--- src/rtl/preg_access_pkg.sv ---
package preg_access_pkg;

   // one-hot outcome bit positions
   localparam int RK_NORMAL  = 0;
   localparam int RK_UNDEF   = 1;
   localparam int RK_TRAP_L2 = 2;
   localparam int RK_TRAP_L3 = 3;
   localparam int RK_REDIR   = 4;
   localparam int RK_W       = 5;

   typedef logic [RK_W-1:0] kind_t;

   typedef enum logic [1:0] {
      LVL_0 = 2'd0,
      LVL_1 = 2'd1,
      LVL_2 = 2'd2,
      LVL_3 = 2'd3
   } lvl_e;

   function automatic kind_t kind_bit(int idx);
      kind_t k;
      k = '0;
      k[idx] = 1'b1;
      return k;
   endfunction

endpackage

--- src/rtl/preg_prio.sv ---
module preg_prio
   import preg_access_pkg::*;
#(
   parameter bit         NV_REDIRECT_EN = 1'b1,
   parameter logic [2:0] NV_MASK        = 3'b101,
   parameter logic [2:0] NV_VALUE       = 3'b101
) (
   input  logic [1:0] cur_level,
   input  logic       is_write,
   input  logic       has_l3,
   input  logic       has_fgt,
   input  logic       l2_enabled,
   input  logic       undef_prio,
   input  logic       sdd_undef,
   input  logic       l3_prof_en,
   input  logic       own_fail,
   input  logic       l3_fgt_en,
   input  logic       fg_rd_n,
   input  logic       fg_wr_n,
   input  logic       l2_prof_trap,
   input  logic [2:0] nv_mode,
   output kind_t      kind
);
   if ((NV_VALUE & ~NV_MASK) != 3'b000) begin : g_bad_nv
      $error("NV_VALUE has bits outside NV_MASK");
   end

   logic nv_hit;
   if (NV_REDIRECT_EN) begin : g_nv_on
      assign nv_hit = ((nv_mode & NV_MASK) == NV_VALUE);
   end else begin : g_nv_off
      assign nv_hit = 1'b0;
   end

   logic en_off, prio_mode, fg_bit_n, fg_trap, l2_trap, l3_fail_kind_undef;
   assign en_off    = has_l3 & ~l3_prof_en;
   assign prio_mode = has_l3 & undef_prio;
   assign fg_bit_n  = is_write ? fg_wr_n : fg_rd_n;
   assign fg_trap   = l2_enabled & has_fgt & ((has_l3 & ~l3_fgt_en) | ~fg_bit_n);
   assign l2_trap   = l2_enabled & l2_prof_trap;
   assign l3_fail_kind_undef = sdd_undef;

   kind_t l3_late;
   assign l3_late = l3_fail_kind_undef ? kind_bit(RK_UNDEF) : kind_bit(RK_TRAP_L3);

   logic own_fail_l3;
   assign own_fail_l3 = has_l3 & own_fail;

   always_comb begin
      kind = kind_bit(RK_NORMAL);
      unique case (lvl_e'(cur_level))
         LVL_0: kind = kind_bit(RK_UNDEF);
         LVL_1: begin
            if (prio_mode & ~l3_prof_en)   kind = kind_bit(RK_UNDEF);
            else if (prio_mode & own_fail) kind = kind_bit(RK_UNDEF);
            else if (fg_trap)              kind = kind_bit(RK_TRAP_L2);
            else if (l2_trap)              kind = kind_bit(RK_TRAP_L2);
            else if (en_off)               kind = l3_late;
            else if (own_fail_l3)          kind = l3_late;
            else if (nv_hit)               kind = kind_bit(RK_REDIR);
            else                           kind = kind_bit(RK_NORMAL);
         end
         LVL_2: begin
            if (prio_mode & own_fail)        kind = kind_bit(RK_UNDEF);
            else if (prio_mode & ~l3_prof_en) kind = kind_bit(RK_UNDEF);
            else if (own_fail_l3)            kind = l3_late;
            else if (en_off)                 kind = l3_late;
            else                             kind = kind_bit(RK_NORMAL);
         end
         LVL_3: kind = kind_bit(RK_NORMAL);
         default: kind = kind_bit(RK_UNDEF);
      endcase
   end
endmodule

--- config.mk ---
export PLATFORM = sky130hd
export DESIGN_NAME = preg_prio
export DESIGN_NICKNAME = d
export VERILOG_FILES = /design/src/rtl/preg_access_pkg.sv /design/src/rtl/preg_prio.sv
export SDC_FILE = /design/constraint.sdc
export NUM_CORES = 1
export LEC_CHECK = 0
export BUFFER_PORTS_ARGS = -buffer_cell sky130_fd_sc_hd__buf_2
export CORE_AREA = 2 2 39 41
export DETAILED_ROUTE_END_ITERATION = 10
export DIE_AREA = 0 0 41 43
export PLACE_DENSITY = 0.46
export REMOVE_ABC_BUFFERS = 1
export SLEW_MARGIN = 20
export SYNTH_ARGS = -nofsm -noshare
export SYNTH_HDL_FRONTEND = slang
export SYNTH_SLANG_ARGS = --single-unit
--- constraint.sdc ---
create_clock -name vclk -period 1.35
set_clock_uncertainty 0.1 [all_clocks]
set_input_delay 0.2025 -clock vclk [all_inputs]
set_output_delay 0.2025 -clock vclk [all_outputs]
set_load 0.02 [all_outputs]
==> results of run 1 <==
routing by layer:
layer	global-route usage (%)	routed length [um]
met1	13.6	293
met2	13.4	269
met3	0	63
met4	0	0
met5	0	0
metrics by stage:
step | setup TNS [ns] | hold WS (ns) | power (mW) | util, % | setup WS (ns)
CTS | -0.177 | 0.679 | 0.127 | 29.0 | -0.0592
detailed placement | -0.557 | 0.677 | 0.115 | 26.9 | -0.127
floorplan | -0.133 | 0.448 | 0.0591 | - | -0.108
global route | -0.432 | 0.716 | 0.140 | 29.6 | -0.118
global placement | -0.543 | 0.682 | 0.114 | 26.9 | -0.138
finish | -0.171 | 0.675 | 0.127 | 29.6 | -0.0657
layout make-up:
cell class                 instances  area share (%)
inverter                           3            2.75
multi-input combinational         26            52.6
tap                               16            4.89
timing repair buffer              24            39.8
cells in the final DEF, fill, tap and decap left out, drive strengths merged:
| cell type | count |
|---|---|
| nand2 | 2 |
| nor2b | 3 |
| a31oi | 2 |
| buf | 24 |
| nand4 | 2 |
| mux2 | 1 |
| inv | 3 |
| and2 | 2 |
| nand3 | 1 |
| nand2b | 3 |
| o211ai | 2 |
| nor2 | 2 |
| o21ai | 1 |
| nor4 | 1 |
| a31o | 1 |
| o31ai | 2 |
| a41oi | 1 |
power by group through the flow:
| stage | clock (mW) | combinational, mW | sequential (mW) |
|---|---|---|---|
| after global placement | 0 | 0.114 | 0 |
| after floorplan | 0 | 0.0591 | 0 |
| after global routing | 0 | 0.140 | 0 |
| after CTS | 0 | 0.127 | 0 |
| after detailed placement | 0 | 0.115 | 0 |
| final | 0 | 0.127 | 0 |
worst paths after layout:
check	from	cells after the start	slack, ns	endpoint
worst min-delay path	nv_mode[2]	4	0.67	kind[4]
worst max-delay path	is_write	5	-0.07	kind[2]
logic make-up after synthesis:
| group | Yosys count | share of synthesized area [%] |
|---|---|---|
| AOI/OAI and AO/OA | 9 | 38.4 |
| and+or+nand+nor | 16 | 45.2 |
| muxes | 1 | 6.78 |
| buffers and inverters | 5 | 9.60 |
repair_timing:
item / 4_1_cts / 5_1_grt
pin swaps: 6 / 1
hold buffers: 0 / 0
endpoints found under the setup margin: 5 / 5
gates resized for setup: 10 / 2
==> impl_metrics.yaml, run 1 <==
drt:
  antenna_left: 0
  dr.pass1.iters: 3
  drtIter0Drc: 5
  wire_per_inst_um: 9.07
  wl_um: 626
  vias: 309
  detail_route.vias_per_cell: 4.48
  drc: 0
grt:
  antenna_found_initial: 0
  track_usage_pct: 8.59
  grt_max_degree: 9
  grt_pass1_vias: 277
  overflow: 0
  grt_pass1_wl_um: 1170
hold_path:
  min_path_type: "input pin to primary output"
cells_and_area:
  clock_buffer_count: 0
  diodes: 0
  finalNetCount: 72
  final_area_um2: 409
  seq_cell_count: 0
  area_delta_synth_final_pct: 84.7
  fin_cells: 69
  multiInputGateArea_um2: 215
  regArea_um2: 0
  num-fill-cells: 157
  drive_gt1_share_pct: 64.2
placed_design:
  port_buffers: 21
  place_area_um2: 372
  dp_hpwl_um: 543
  dp_cells: 69
  gp_congestion: 0.628
pwr:
  p_int_uw: 67.3
  power_density_nw_per_um2: 309
  seqPwrFrac_pct: 0
  power.net_switching_uw: 59.2
  combPwrFrac_pct: 100.0
  power.clock.fraction_pct: 0
  p_leak_nw: 0.193
  vdd_drop_max_v: 0.0000951
  p_sw_share_pct: 46.8
outcome:
  status: "finished, violations left"
  violations: "negative setup slack"
setup_path:
  path_delay_family: "multiplexers"
  cpMostUsedCell: "buf_6"
  critical_path_class: "input pin to primary output"
  cp-end-kind: "primary output"
  crit_slowest_cell: "mux2_4"
  worstPathMaxFanout: 5
  cp_slowest_stage_delay_ns: 0.30
  start_kind: "input pin"
  crit_path_cell_trace: "buf_6, mux2_4, a31oi_4, and2_4, buf_6"
  path_buf_inv: 2
  arrival_ns: 1.11
  critPathRequiredTime_ns: 1.05
floorplanning:
  die_h_um: 43
  ioPinCount: 22
  core_um2: 1380
  die_w_um: 41
  die-area_um2: 1760
  start_util_pct: 16.0
  std_cell_rows: 14
synth:
  yosysSeqAreaShare_pct: 0
  syn_inst: 31
  netlist_area_um2: 221
  syn_area_per_cell_um2: 7.14
  synth_cell_types: 21
  yosysTopAreaCell: "a31oi_4"
  yosys_warnings: 0
  synth_common_cells: "inv_1, nor2b_1"
  synth_area_leaders: "a31oi_4, nor2b_1, mux2_4, o211ai_1, nand2b_1"
  synth_top_area_share_pct: 9.60
timing:
  fmax_mhz: 706
  fin_crit_sh_pct: 105
  tightest_slew_ns: 0.240
  rsz0062_at_grt: "yes"
  max_slew_margin_pct: 84.0
  setup_violations: 5
  maxSlewViolCount: 0
  hold_viol: 0
  period_minus_slack_ns: 1.42
  layout_setup_ws_ns: -0.0657
flow_run:
  drv_cap: 0
clock_tree:
  cts_setup_buffers: 0
No activity file was read; power rests on OpenSTA's default activity.
==> run 2, diff against run 1 <==
Settings changed: PLACE_DENSITY 0.46 to unset, PLACE_DENSITY_LB_ADDON set to 0.25.
==> impl_metrics.yaml, run 2 (same netlist as run 1, synthesis figures left out) <==
cells_and_area:
  diodes: 0
  regArea_um2: 0
  area_delta_synth_final_pct: 74.0
  seq_cell_count: 0
  num-fill-cells: 161
  fin_cells: 68
  multiInputGateArea_um2: 214
  finalNetCount: 71
  layout_commonest_cell: "buf_2"
  clock_buffer_count: 0
  final_cell_mix: "buf_2, buf_4, inv_1, nor2b_1"
  drive_gt1_share_pct: 63.5
timing:
  maxSlewViolCount: 0
  hold_viol: 0
  tightest_slew_ns: 0.236
  rsz0062_at_grt: "yes"
  period_minus_slack_ns: 1.41
  whs_ns: 0.678
  layout_setup_ws_ns: -0.0582
  max_slew_margin_pct: 84.3
  fin_crit_sh_pct: 104
  fmax_mhz: 710
  setup_violations: 5
drt:
  detail_route.vias_per_cell: 4.50
  wire_per_inst_um: 9.49
  vias: 306
  antenna_left: 0
  dr.pass1.iters: 2
  wl_um: 645
  drc: 0
  drtIter0Drc: 3
floorplanning:
  die_w_um: 41
  core_um2: 1380
  ioPinCount: 22
  die-area_um2: 1760
  std_cell_rows: 14
  start_util_pct: 16.0
  die_h_um: 43
flow_run:
  drv_cap: 0
pwr:
  p_sw_share_pct: 48.8
  p_leak_nw: 0.183
  vdd_drop_max_v: 0.0000848
  power_density_nw_per_um2: 311
  p_int_uw: 61.3
  combPwrFrac_pct: 100.0
  power.net_switching_uw: 58.4
  seqPwrFrac_pct: 0
  power.clock.fraction_pct: 0
grt:
  gr-usage-met1_pct: 11.4
  antenna_found_initial: 0
  track_usage_pct: 8.19
  grt_use_met2_pct: 14.4
  grt_pass1_vias: 275
  overflow: 0
  met3_usage_pct: 0
  grt_max_degree: 8
  grt_pass1_wl_um: 1100
  busiest_layer: "met2"
placed_design:
  gp_congestion: 0.754
  dp_cells: 69
  dp_hpwl_um: 544
  port_buffers: 21
setup_path:
  crit_start: "is_write"
  critPathRequiredTime_ns: 1.05
  critical_path_class: "input pin to primary output"
  worstPathMaxFanout: 5
  start_kind: "input pin"
  arrival_ns: 1.11
  crit_end: "kind[2]"
  cp-end-kind: "primary output"
outcome:
  violations: "negative setup slack"
  status: "finished, violations left"
clock_tree:
  ctsHoldBuffers: 0
  cts_setup_buffers: 0
hold_path:
  min_path_type: "input pin to primary output"
-- run 2: cell type report --
type	count	area share, %
repair buffers	23	36.4
multi-input cells	26	55.5
inverters	3	2.92
well taps	16	5.19
-- run 2: what timing repair did --
item | 4_1_cts | 5_1_grt
cloned | 0 | 0
endpoints found under the setup margin | 5 | 5
resized for setup | 9 | 2
pin swaps | 6 | 4
-- run 2: critical path: stages --
cell     delay [ns]
buf_6          0.09
mux2_4         0.30
a31oi_4        0.22
and2_4         0.19
buf_6          0.11
-- run 2: power by group through the flow --
stage	combinational [mW]	clock [mW]	sequential [mW]
2_1_floorplan	0.0591	0	0
3_3_place_gp	0.109	0	0
3_5_place_dp	0.110	0	0
4_1_cts	0.122	0	0
5_1_grt	0.131	0	0
6_report	0.120	0	0
-- run 2: stage by stage --
step	power (mW)	utilization [%]	cell area (um2)	TNS (ns)	setup slack, ns
global route	0.131	27.8	385	-0.394	-0.100
detailed placement	0.110	25.9	359	-0.530	-0.125
CTS	0.122	27.9	387	-0.167	-0.0595
floorplan	0.0591	-	211	-0.133	-0.108
finish	0.120	27.8	385	-0.158	-0.0582
global placement	0.109	25.9	359	-0.534	-0.124
-- run 2: how the worst min path moves through the flow --
stage	from	end	cells after the start
floorplan	nv_mode[2]	kind[4]	2
global placement	nv_mode[2]	kind[4]	4
detailed placement	nv_mode[2]	kind[4]	4
CTS	nv_mode[2]	kind[4]	4
global route	nv_mode[2]	kind[4]	4
finish	nv_mode[2]	kind[4]	4
-- run 2: metal layers --
layer  routed length, um  vias up
met2                 310       13
li1                    -      157
met4                   0        0
met3                  53        0
met5                   0        -
met1                 281      136
